$ cat src/rtl/uart_cmdreg_pkg.sv
package uart_cmdreg_pkg;

    localparam int REG_ADDR_W = 3;

    // Register window
    localparam logic [REG_ADDR_W-1:0] A_MODE   = 3'd0;
    localparam logic [REG_ADDR_W-1:0] A_CLKSEL = 3'd1;
    localparam logic [REG_ADDR_W-1:0] A_CMD    = 3'd2;
    localparam logic [REG_ADDR_W-1:0] A_HOLD   = 3'd3;
    localparam logic [REG_ADDR_W-1:0] A_AUX    = 3'd4;

    // Command codes in the upper nibble
    localparam logic [3:0] C_NOP     = 4'd0;
    localparam logic [3:0] C_PTR_RST = 4'd1;
    localparam logic [3:0] C_RX_RST  = 4'd2;
    localparam logic [3:0] C_TX_RST  = 4'd3;
    localparam logic [3:0] C_ERR_RST = 4'd4;
    localparam logic [3:0] C_BRK_RST = 4'd5;

    // Status byte positions
    localparam int ST_RXRDY = 0;
    localparam int ST_FULL  = 1;
    localparam int ST_TXRDY = 2;
    localparam int ST_TXEMT = 3;
    localparam int ST_OVR   = 4;
    localparam int ST_BRK   = 7;

    // Interrupt pulse positions
    localparam int IS_TX  = 0;
    localparam int IS_RX  = 1;
    localparam int IS_BRK = 2;
    localparam int IS_W   = 3;

    // Status bits the receive path may set
    localparam logic [7:0] RX_SET_MASK = 8'hF3;

    typedef struct packed {
        logic rx_on;
        logic rx_off;
        logic tx_on;
        logic tx_off;
        logic ptr_rst;
        logic rx_rst;
        logic tx_rst;
        logic err_rst;
        logic brk_rst;
        logic mode_wr;
        logic mode_rd;
        logic hold_wr;
    } chan_act_t;

endpackage

$ cat src/rtl/uart_cmd_decode.sv
module uart_cmd_decode
    import uart_cmdreg_pkg::*;
(
    input  logic                  wr_i,
    input  logic                  rd_i,
    input  logic [REG_ADDR_W-1:0] addr_i,
    input  logic [7:0]            cmd_i,
    output chan_act_t             act_o
);

    logic [3:0] code;

    always_comb begin
        code  = cmd_i[7:4];
        act_o = '0;
        if (wr_i) begin
            case (addr_i)
                A_MODE: act_o.mode_wr = 1'b1;
                A_CMD: begin
                    act_o.rx_on   = cmd_i[0];
                    act_o.rx_off  = cmd_i[1];
                    act_o.tx_on   = cmd_i[2];
                    act_o.tx_off  = cmd_i[3];
                    act_o.ptr_rst = (code == C_PTR_RST);
                    act_o.rx_rst  = (code == C_RX_RST);
                    act_o.tx_rst  = (code == C_TX_RST);
                    act_o.err_rst = (code == C_ERR_RST);
                    act_o.brk_rst = (code == C_BRK_RST);
                end
                A_HOLD: act_o.hold_wr = 1'b1;
                default: ;
            endcase
        end else if (rd_i && addr_i == A_MODE) begin
            act_o.mode_rd = 1'b1;
        end
    end

endmodule

$ cat src/rtl/uart_mode_regs.sv
module uart_mode_regs #(
    parameter int DATA_W = 8,
    parameter int DEPTH  = 2
) (
    input  logic              clk_i,
    input  logic              rst_ni,
    input  logic              mode_wr_i,
    input  logic              mode_rd_i,
    input  logic              ptr_rst_i,
    input  logic [DATA_W-1:0] wdata_i,
    output logic [DATA_W-1:0] rdata_o
);

    localparam int PTR_W = $clog2(DEPTH);
    localparam logic [PTR_W-1:0] LAST = PTR_W'(DEPTH - 1);

    typedef struct packed {
        logic [PTR_W-1:0]             ptr;
        logic [DEPTH-1:0][DATA_W-1:0] mem;
        logic [DATA_W-1:0]            rdata;
    } mode_st_t;

    mode_st_t   st_d, st_q;
    logic [DEPTH-1:0] ent_wr;
    logic             acc;

    assign acc = mode_wr_i | mode_rd_i;

    for (genvar e = 0; e < DEPTH; e++) begin : g_ent
        assign ent_wr[e] = mode_wr_i && (st_q.ptr == PTR_W'(e));
    end

    always_comb begin
        st_d = st_q;
        for (int e = 0; e < DEPTH; e++) begin
            if (ent_wr[e]) st_d.mem[e] = wdata_i;
        end
        if (mode_rd_i) st_d.rdata = st_q.mem[st_q.ptr];
        if (ptr_rst_i)
            st_d.ptr = '0;
        else if (acc && st_q.ptr != LAST)
            st_d.ptr = st_q.ptr + 1'b1;
    end

    always_ff @(posedge clk_i) begin
        if (!rst_ni) st_q <= '0;
        else         st_q <= st_d;
    end

    assign rdata_o = st_q.rdata;

    // after an access without a pointer reset the pointer rests on the last entry
    p_ptr_sticky_r9: assert property (@(posedge clk_i) disable iff (!rst_ni)
        $past(acc) && !$past(ptr_rst_i) |-> st_q.ptr == LAST);

    // a pointer reset returns to entry 0
    p_ptr_reset_r9: assert property (@(posedge clk_i) disable iff (!rst_ni)
        $past(ptr_rst_i) |-> st_q.ptr == '0);

endmodule

$ cat src/rtl/uart_chan_status.sv
module uart_chan_status
    import uart_cmdreg_pkg::*;
#(
    parameter int DATA_W = 8
) (
    input  logic              clk_i,
    input  logic              rst_ni,
    input  logic              rx_on_i,
    input  logic              rx_off_i,
    input  logic              tx_on_i,
    input  logic              tx_off_i,
    input  logic              rx_rst_i,
    input  logic              tx_rst_i,
    input  logic              err_rst_i,
    input  logic              brk_rst_i,
    input  logic              hold_wr_i,
    input  logic [DATA_W-1:0] wdata_i,
    input  logic [7:0]        stat_set_i,
    output logic [7:0]        status_o,
    output logic              rx_en_o,
    output logic [IS_W-1:0]   isr_set_o,
    output logic [IS_W-1:0]   isr_clr_o,
    output logic              tx_stb_o,
    output logic [DATA_W-1:0] tx_data_o
);

    typedef struct packed {
        logic [7:0]        status;
        logic              rx_en;
        logic [IS_W-1:0]   iset;
        logic [IS_W-1:0]   iclr;
        logic              stb;
        logic [DATA_W-1:0] txd;
    } chan_st_t;

    chan_st_t st_d, st_q;
    logic [7:0] s;

    always_comb begin
        st_d      = st_q;
        st_d.iset = '0;
        st_d.iclr = '0;
        st_d.stb  = 1'b0;

        // receive path events first, command clears override them
        s = st_q.status | (stat_set_i & RX_SET_MASK);

        if (rx_on_i)  st_d.rx_en = 1'b1;
        if (rx_off_i) st_d.rx_en = 1'b0;

        if (tx_on_i) begin
            s[ST_TXRDY] = 1'b1;
            s[ST_TXEMT] = 1'b1;
        end
        if (tx_off_i || tx_rst_i) begin
            s[ST_TXRDY] = 1'b0;
            s[ST_TXEMT] = 1'b0;
        end
        if (rx_rst_i) begin
            st_d.rx_en          = 1'b0;
            s[ST_RXRDY]         = 1'b0;
            st_d.iclr[IS_RX]    = 1'b1;
        end
        if (err_rst_i) s[ST_BRK:ST_OVR] = '0;
        if (brk_rst_i) st_d.iclr[IS_BRK] = 1'b1;

        st_d.iset[IS_TX]  = tx_on_i & ~tx_off_i & ~tx_rst_i;
        st_d.iclr[IS_TX]  = tx_off_i | tx_rst_i;
        st_d.iset[IS_RX]  = ~st_q.status[ST_RXRDY] & s[ST_RXRDY];
        st_d.iset[IS_BRK] = ~st_q.status[ST_BRK] & s[ST_BRK];

        if (hold_wr_i && st_q.status[ST_TXRDY]) begin
            st_d.stb = 1'b1;
            st_d.txd = wdata_i;
        end
        st_d.status = s;
    end

    always_ff @(posedge clk_i) begin
        if (!rst_ni) st_q <= '0;
        else         st_q <= st_d;
    end

    assign status_o  = st_q.status;
    assign rx_en_o   = st_q.rx_en;
    assign isr_set_o = st_q.iset;
    assign isr_clr_o = st_q.iclr;
    assign tx_stb_o  = st_q.stb;
    assign tx_data_o = st_q.txd;

    p_tx_pair_r3: assert property (@(posedge clk_i) disable iff (!rst_ni)
        status_o[ST_TXRDY] == status_o[ST_TXEMT]);

    p_pulse_excl_r4: assert property (@(posedge clk_i) disable iff (!rst_ni)
        (isr_set_o[IS_RX:IS_TX] & isr_clr_o[IS_RX:IS_TX]) == '0);

    p_rx_reset_r4: assert property (@(posedge clk_i) disable iff (!rst_ni)
        $past(rx_rst_i) |-> !rx_en_o && !status_o[ST_RXRDY]);

    p_err_clear_r6: assert property (@(posedge clk_i) disable iff (!rst_ni)
        $past(err_rst_i) |-> status_o[ST_BRK:ST_OVR] == '0);

    p_hold_gate_r10: assert property (@(posedge clk_i) disable iff (!rst_ni)
        tx_stb_o |-> $past(status_o[ST_TXRDY]));

    p_tx_reset_r5: assert property (@(posedge clk_i) disable iff (!rst_ni)
        $past(tx_rst_i) |-> !status_o[ST_TXRDY] && isr_clr_o[IS_TX]);

endmodule

$ cat src/rtl/uart_chan_cmdreg.sv
module uart_chan_cmdreg
    import uart_cmdreg_pkg::*;
#(
    parameter int DATA_W     = 8,
    parameter int MODE_DEPTH = 2
) (
    input  logic                  clk_i,
    input  logic                  rst_ni,
    input  logic                  wr_i,
    input  logic                  rd_i,
    input  logic [REG_ADDR_W-1:0] addr_i,
    input  logic [DATA_W-1:0]     wdata_i,
    input  logic [7:0]            stat_set_i,
    output logic [7:0]            status_o,
    output logic                  rx_en_o,
    output logic [DATA_W-1:0]     mode_rdata_o,
    output logic                  tx_stb_o,
    output logic [DATA_W-1:0]     tx_data_o,
    output logic [IS_W-1:0]       isr_set_o,
    output logic [IS_W-1:0]       isr_clr_o
);

    chan_act_t act;

    uart_cmd_decode u_dec (
        .wr_i   (wr_i),
        .rd_i   (rd_i),
        .addr_i (addr_i),
        .cmd_i  (wdata_i[7:0]),
        .act_o  (act)
    );

    uart_mode_regs #(
        .DATA_W (DATA_W),
        .DEPTH  (MODE_DEPTH)
    ) u_mode (
        .clk_i     (clk_i),
        .rst_ni    (rst_ni),
        .mode_wr_i (act.mode_wr),
        .mode_rd_i (act.mode_rd),
        .ptr_rst_i (act.ptr_rst),
        .wdata_i   (wdata_i),
        .rdata_o   (mode_rdata_o)
    );

    uart_chan_status #(
        .DATA_W (DATA_W)
    ) u_stat (
        .clk_i      (clk_i),
        .rst_ni     (rst_ni),
        .rx_on_i    (act.rx_on),
        .rx_off_i   (act.rx_off),
        .tx_on_i    (act.tx_on),
        .tx_off_i   (act.tx_off),
        .rx_rst_i   (act.rx_rst),
        .tx_rst_i   (act.tx_rst),
        .err_rst_i  (act.err_rst),
        .brk_rst_i  (act.brk_rst),
        .hold_wr_i  (act.hold_wr),
        .wdata_i    (wdata_i),
        .stat_set_i (stat_set_i),
        .status_o   (status_o),
        .rx_en_o    (rx_en_o),
        .isr_set_o  (isr_set_o),
        .isr_clr_o  (isr_clr_o),
        .tx_stb_o   (tx_stb_o),
        .tx_data_o  (tx_data_o)
    );

    // codes without an action leave the status byte alone unless bits 3:0 act
    p_nop_codes_r8: assert property (@(posedge clk_i) disable iff (!rst_ni)
        $past(wr_i && addr_i == A_CMD && wdata_i[3:0] == 4'h0 &&
              (wdata_i[7:4] == C_NOP || wdata_i[7:4] > C_BRK_RST) && stat_set_i == 8'h00)
        |-> status_o == $past(status_o));

    // writes to ignored addresses leave the status byte alone
    p_ignored_addr_r11: assert property (@(posedge clk_i) disable iff (!rst_ni)
        $past(wr_i && (addr_i == A_CLKSEL || addr_i >= A_AUX) && stat_set_i == 8'h00)
        |-> status_o == $past(status_o) && !tx_stb_o);

endmodule

$ cat config.mk
export PLATFORM = sky130hd
export DESIGN_NAME = uart_chan_cmdreg
export DESIGN_NICKNAME = d
export VERILOG_FILES = /design/src/rtl/uart_cmdreg_pkg.sv /design/src/rtl/uart_cmd_decode.sv /design/src/rtl/uart_mode_regs.sv /design/src/rtl/uart_chan_status.sv /design/src/rtl/uart_chan_cmdreg.sv
export SDC_FILE = /design/constraint.sdc
export NUM_CORES = 1
export LEC_CHECK = 0
export BUFFER_PORTS_ARGS = -buffer_cell sky130_fd_sc_hd__buf_4
export CAP_MARGIN = 20
export CORE_MARGIN = 2
export CORE_UTILIZATION = 30
export CTS_CLUSTER_DIAMETER = 100
export DETAILED_ROUTE_END_ITERATION = 7
export PLACE_DENSITY = 0.62
export SLEW_MARGIN = 25
export SYNTH_ARGS = -nofsm -noshare
export SYNTH_HDL_FRONTEND = slang
export SYNTH_HIERARCHICAL = 1
export SYNTH_SLANG_ARGS = --single-unit
$ cat constraint.sdc
create_clock -name clk_i -period 4.56 [get_ports clk_i]
set_clock_uncertainty 0.2 [all_clocks]
set_input_delay 0 -clock clk_i [delete_from_list [all_inputs] [get_ports clk_i]]
set_output_delay 0 -clock clk_i [all_outputs]
set_load 0.02 [all_outputs]
# After elaboration in Yosys (flattened, before gate mapping)
# Index checks and enable logic that the tools add are counted.
[op_classes]
add_sub_neg = 1
magnitude_cmp = 1
n_eq_ne = 7
muxes = 15
bitwise = 13
n_reduce_logical = 11
[op_table]
columns = ["operator", "count"]
rows = [
  ["$mux 9", 2],
  ["$mux 8", 2],
  ["$mux 10", 1],
  ["$eq 4x2->1 const B", 2],
  ["$eq 4x3->1 const B", 2],
  ["$mux 1", 8],
  ["$or 8x8->8", 1],
  ["$eq 3x2->1 const B", 2],
  ["$not 1->1", 6],
  ["$reduce_or 2->1", 3],
  ["$logic_and 1x1->1", 5],
  ["$and 1x1->1", 4],
  ["$eq 4x1->1 const B", 1],
  ["$mux 4", 1],
  ["$logic_not 3->1", 1],
  ["$reduce_or 3->1", 1],
  ["$lt 1x2->1 const B", 1],
  ["$mux 2", 1],
  ["$or 1x1->1", 2],
  ["$add 1x1->1 const B", 1],
  ["$logic_or 1x1->1", 1],
]
[word_totals]
reg_bits = 49
inputBits = 23
output_inout_bits = 32
elab_cells = 60

# Longest topological paths before layout
[logic_depth]
ltp_word = 6
mapped_depth = 5
ltp_nobuf = 4

# Modules after synthesis
# Netlist, hierarchy kept.
[modules_own_cells]
columns = ["mod", "instances", "cells_per_inst", "area_per_inst_um2", "seq_area_each_um2"]
rows = [
  ["uart_mode_regs", 1, 108, 1067.3, 500.5],
  ["uart_chan_status", 1, 78, 790.8, 460.4],
  ["uart_cmd_decode", 1, 19, 150.1, 0.0],
]

# Worst setup path after synthesis
# Ideal clock, no wire load.
[synth_path]
kind = "in2reg"
from = "input port addr_i[0]"
to = "register u_mode/st_q[16] (netlist bit)"
setup_time_ns = 0.122
arrival_ns = 1.109
path_slack_ns = 3.129
path_stages = 5
cell_sequence = "nor4b_1 > buf_2 > nand2_1 > nand2_1 > a21boi_0"
[synth_between]
elab_chain_len = 4
[synth_lines]
columns = ["item", "line", "rtl"]
rows = [
  ["start: declaration", "uart_chan_cmdreg.sv:11", "input logic [REG_ADDR_W-1:0] addr_i,"],
  ["$logic_not 3->1", "uart_cmd_decode.sv:17", "case (addr_i)"],
  ["$mux 1", "uart_cmd_decode.sv:17", ""],
  ["$mux 10", "uart_cmd_decode.sv:16", "if (wr_i) begin"],
  ["$logic_and 1x1->1", "uart_mode_regs.sv:30", "assign ent_wr[e] = mode_wr_i && (st_q.ptr == PTR_W'(e));"],
  ["end signal: assignment", "uart_mode_regs.sv:47", "else st_q <= st_d;"],
  ["end: declaration", "uart_mode_regs.sv:23", "mode_st_t st_d, st_q;"],
]
# Every way passes these cells.
# A chain may end at the register's enable or synchronous reset.

==> metrics.md <==
| Metric | Value |
|---|---|
| Sequential Power Share | 51.5% |
| Largest net degree at the start of global routing | 51 |
| Post-DP HPWL | 2800 um |
| Drt first pass iters | 6 |
| HP Start | addr_i[2] |
| Internal | 652 uW |
| Tot Pwr | 846 uW |
| H-Tree Level Count | 2 |
| Area Growth Syn to Fin | 32.9% |
| Die X | 85.8 um |
| CTS tree | done |
| Worst EP required | 4.61 ns |
| CP peak stage delay | 0.60 ns |
| IO Count | 55 |
| Slowest-stage cell, CP | dlygate4sd3_1 |
| ANT nets after route | 0 |
| Vias per inst | 4.64 |
| Via Count | 1586 |
| Setup Fix Bufs, Post-CTS | 0 |
| Mapped Area | 2010 um^2 |
| PwrDens | 317 nW/um^2 |
| Clk slew on worst S/H paths | 0.09 ns |
| Hold Slack | 0.0143 ns |
| Most frequent CP cell | dlygate4sd3_1 |
| DR WL/cell | 12.6 um |
| Switching share of total power | 22.9% |
| Finished Cell Area | 2670 um^2 |
| First-pass GRT wire length | 7380 um |
| Final Hold Vio Count | 0 |
| DRT Wirelength | 4320 um |
| Layer with the highest usage | met2 |
| TritonCTS buffer count | 5 |
| Starting Density | 31.3% |
| Status | complete, no violations |
| Crit path kind | in -> reg |
| Placement Rows | 29 |
| Final period util | 41.5% |
| Initial antenna violation count | 0 |
| Overflow after GRT | 0 |
| Root buffer cell | clkbuf_8 |
| Number of global-route vias before repair | 1536 |
| Leak | 1.11 nW |
| Crit path time final | 1.89 ns |
| Cells after Synth | 205 |
| Syn avg cell area | 9.80 um^2 |
| Detailed Route Iter0 Violations | 86 |
| Reg2reg end | u_mode/st_q[18]$_SDFFE_PN0P_ |
| MaxCap Viol Count | 0 |
| Die H | 85.8 um |
| Register-to-register setup slack | 2.75 ns |
| Dpl cell area | 2350 um^2 |
| Layout cells sized above 1 | 27.9% |
| Met2 usage | 19.0% |
| R2R depth | 3 |
| Clock share of power | 38.5% |
| GRT met3 Usage | 3.85% |
| Area of the core | 6420 um^2 |
| Reg2Reg Launch Point | u_mode/st_q[24]$_SDFFE_PP0P_ |
| Buffers on Ports | 52 |
| Mapped Nets | 228 |
| #FFs+latches synth | 48 |
| RSZ-0062 raised after global routing | false |
| Met1 Track Usage GR | 16.7% |
| Share of total power in combinational logic | 10.0% |
| Finish-stage setup viols | 0 |
| Hold EP | u_mode/st_q[16]$_SDFFE_PN0P_ |
| Crit. End Element | flip-flop |
| Post-route setup TNS | 0 ns |
| VDD IR-drop max | 0.000165 V |
| Max Fclk | 529 MHz |
| CP bufs+invs | 3 |
| Hold Crit Class | in -> reg |
| Pre-CTS WS | 2.78 ns |
| Max clock buf depth | 2 |
| Synthesis warning total | 6 |
| Total Routing Usage GR | 12.5% |
| Sw power | 194 uW |
| Fin. max-slew vios | 0 |
| Worst path top cell family by delay | buffers and inverters |
| # diodes | 0 |
| GPL Wtd Cong | 0.758 |
| Post-Layout Cell Count | 342 |
| # clock sinks | 48 |
| Hold-fix buffers at CTS | 20 |
| Worst-skew pair later-pin latency | 0.30 ns |
| WP data arrival | 1.95 ns |
| Final core utilization | 41.6% |
| Register area share after synthesis | 47.9% |
| DRC viols | 0 |
| Nets | 287 |
| Final WS setup | 2.67 ns |
| Placed insts | 314 |
| Worst-margin pin slew | 0.805 ns |
| Crit-path max FO | 5 |
| Synth unique cells | 30 |
| CP startpoint kind | input pin |
| Hold path cells | 5 |
| Cells resized by post-CTS repair | 0 |
| Die footprint | 7360 um^2 |
| Critical-path cell list | dlygate4sd3_1, buf_4, nand4bb_4, nor4_1, dlygate4sd3_1, and2_1 |
| Worst slew margin | 46.3% |
-- sequential cells by signal (all words and copies together), names as in the netlist --
| name | flops |
|---|---|
| u_mode/st_q | 17 |
| u_mode/rdata_o | 8 |
| u_stat/tx_data_o | 8 |
| u_stat/status_o | 7 |
| u_stat/isr_clr_o | 3 |
| u_stat/isr_set_o | 3 |
| u_stat/rx_en_o | 1 |
| u_stat/tx_stb_o | 1 |
-- layout by cell type (no fill, tap or decap), drive strengths merged, types with 2 or more instances in the layout --
cell type	n
and3	2
clkbuf	6
nand3	8
nor2b	9
dfxtp	48
nand4	8
nor3b	3
o21ai	16
buf	53
nand2	18
a21oi	8
a21boi	8
nor2	12
mux2i	16
nor3	3
dlygate4sd3	20
and2	8
nor4	5
nand2b	6
-- power groups by stage --
| stage | clock, mW | combinational (mW) | sequential [mW] |
|---|---|---|---|
| after floorplan | 0 | 0.0355 | 0.449 |
| after global placement | 0 | 0.0713 | 0.445 |
| after detailed placement | 0 | 0.0718 | 0.446 |
| after CTS | 0.336 | 0.0854 | 0.436 |
| after global routing | 0.355 | 0.0923 | 0.438 |
| final | 0.325 | 0.0850 | 0.436 |
-- cells by family (layout without fill, tap and decap cells) --
group                  count (synthesis)  count (layout)  synth area share [%]
buffers and inverters                 21              81                  8.04
and+or+nand+nor                       86              86                  24.8
muxes                                 16              16                  7.97
AOI/OAI and AO/OA                     34              34                  11.3
DFF                                   48              48                  47.9
-- worst max-delay path by stage --
stage / depth (start not counted) / start / endpoint
floorplan: 5 / addr_i[0] / u_mode/st_q[16]$_SDFFE_PN0P_
global placement: 3 / u_mode/st_q[24]$_SDFFE_PP0P_ / u_mode/st_q[10]$_SDFFE_PN0P_
detailed placement: 3 / u_mode/st_q[24]$_SDFFE_PP0P_ / u_mode/st_q[12]$_SDFFE_PN0P_
CTS: 6 / addr_i[0] / u_stat/isr_clr_o[1]$_SDFF_PN0_
global route: 6 / addr_i[0] / u_stat/isr_clr_o[1]$_SDFF_PN0_
finish: 6 / addr_i[0] / u_stat/isr_clr_o[1]$_SDFF_PN0_
-- routing by layer --
| metal | share of wire [%] | routed length [um] |
|---|---|---|
| met4 | 1.9 | 80 |
| met3 | 4.7 | 202 |
| met1 | 48 | 2090 |
| met2 | 45 | 1940 |
| met5 | 0 | 0 |
-- Yosys cell counts --
| cell | number | area [um^2] |
|---|---|---|
| nor4_1 | 5 | 31.3 |
| nor3b_1 | 3 | 22.5 |
| clkbuf_1 | 2 | 7.51 |
| nand2b_1 | 5 | 31.3 |
| nor3_1 | 3 | 15.0 |
| and4bb_1 | 1 | 12.5 |
| o21ai_0 | 8 | 40.0 |
| nand2_1 | 18 | 67.6 |
| buf_12 | 1 | 20.0 |
| nor4b_1 | 1 | 8.76 |
| and2_1 | 7 | 43.8 |
| mux2i_1 | 16 | 160 |
| nand2b_4 | 1 | 13.8 |
| and4b_2 | 1 | 11.3 |
| buf_6 | 3 | 33.8 |
| a21boi_0 | 8 | 60.1 |
| nand3_1 | 8 | 40.0 |
| buf_2 | 5 | 25.0 |
| o21a_1 | 1 | 7.51 |
| buf_4 | 10 | 75.1 |
| and2_4 | 1 | 8.76 |
| nor2b_1 | 9 | 56.3 |
| o21ai_2 | 8 | 70.1 |
| nor2_1 | 12 | 45.0 |
| dfxtp_1 | 48 | 961 |
| and3_1 | 2 | 12.5 |
| nand4bb_4 | 1 | 27.5 |
| a21oi_1 | 8 | 40.0 |
| nand4_1 | 8 | 50.1 |
| o211a_1 | 1 | 10.0 |
-- worst register-to-register path: cells and delay by family (launching register included) --
kind | cells | cell delay, ns
flip-flops | 1 | 0.85
AO/OA/AOI/OAI | 1 | 0.09
AND/OR/NAND/NOR | 2 | 0.55
-- final cells by class --
| type | count | area (um^2) |
|---|---|---|
| fillers | 619 | 3750 |
| flip-flops and latches | 48 | 961 |
| multi-input cells | 136 | 892 |
| repair buffers | 73 | 598 |
| well taps | 77 | 96.3 |
| clock buffers | 6 | 82.6 |
| clock inverters | 2 | 38.8 |
Power figures use the tool's default switching activity.
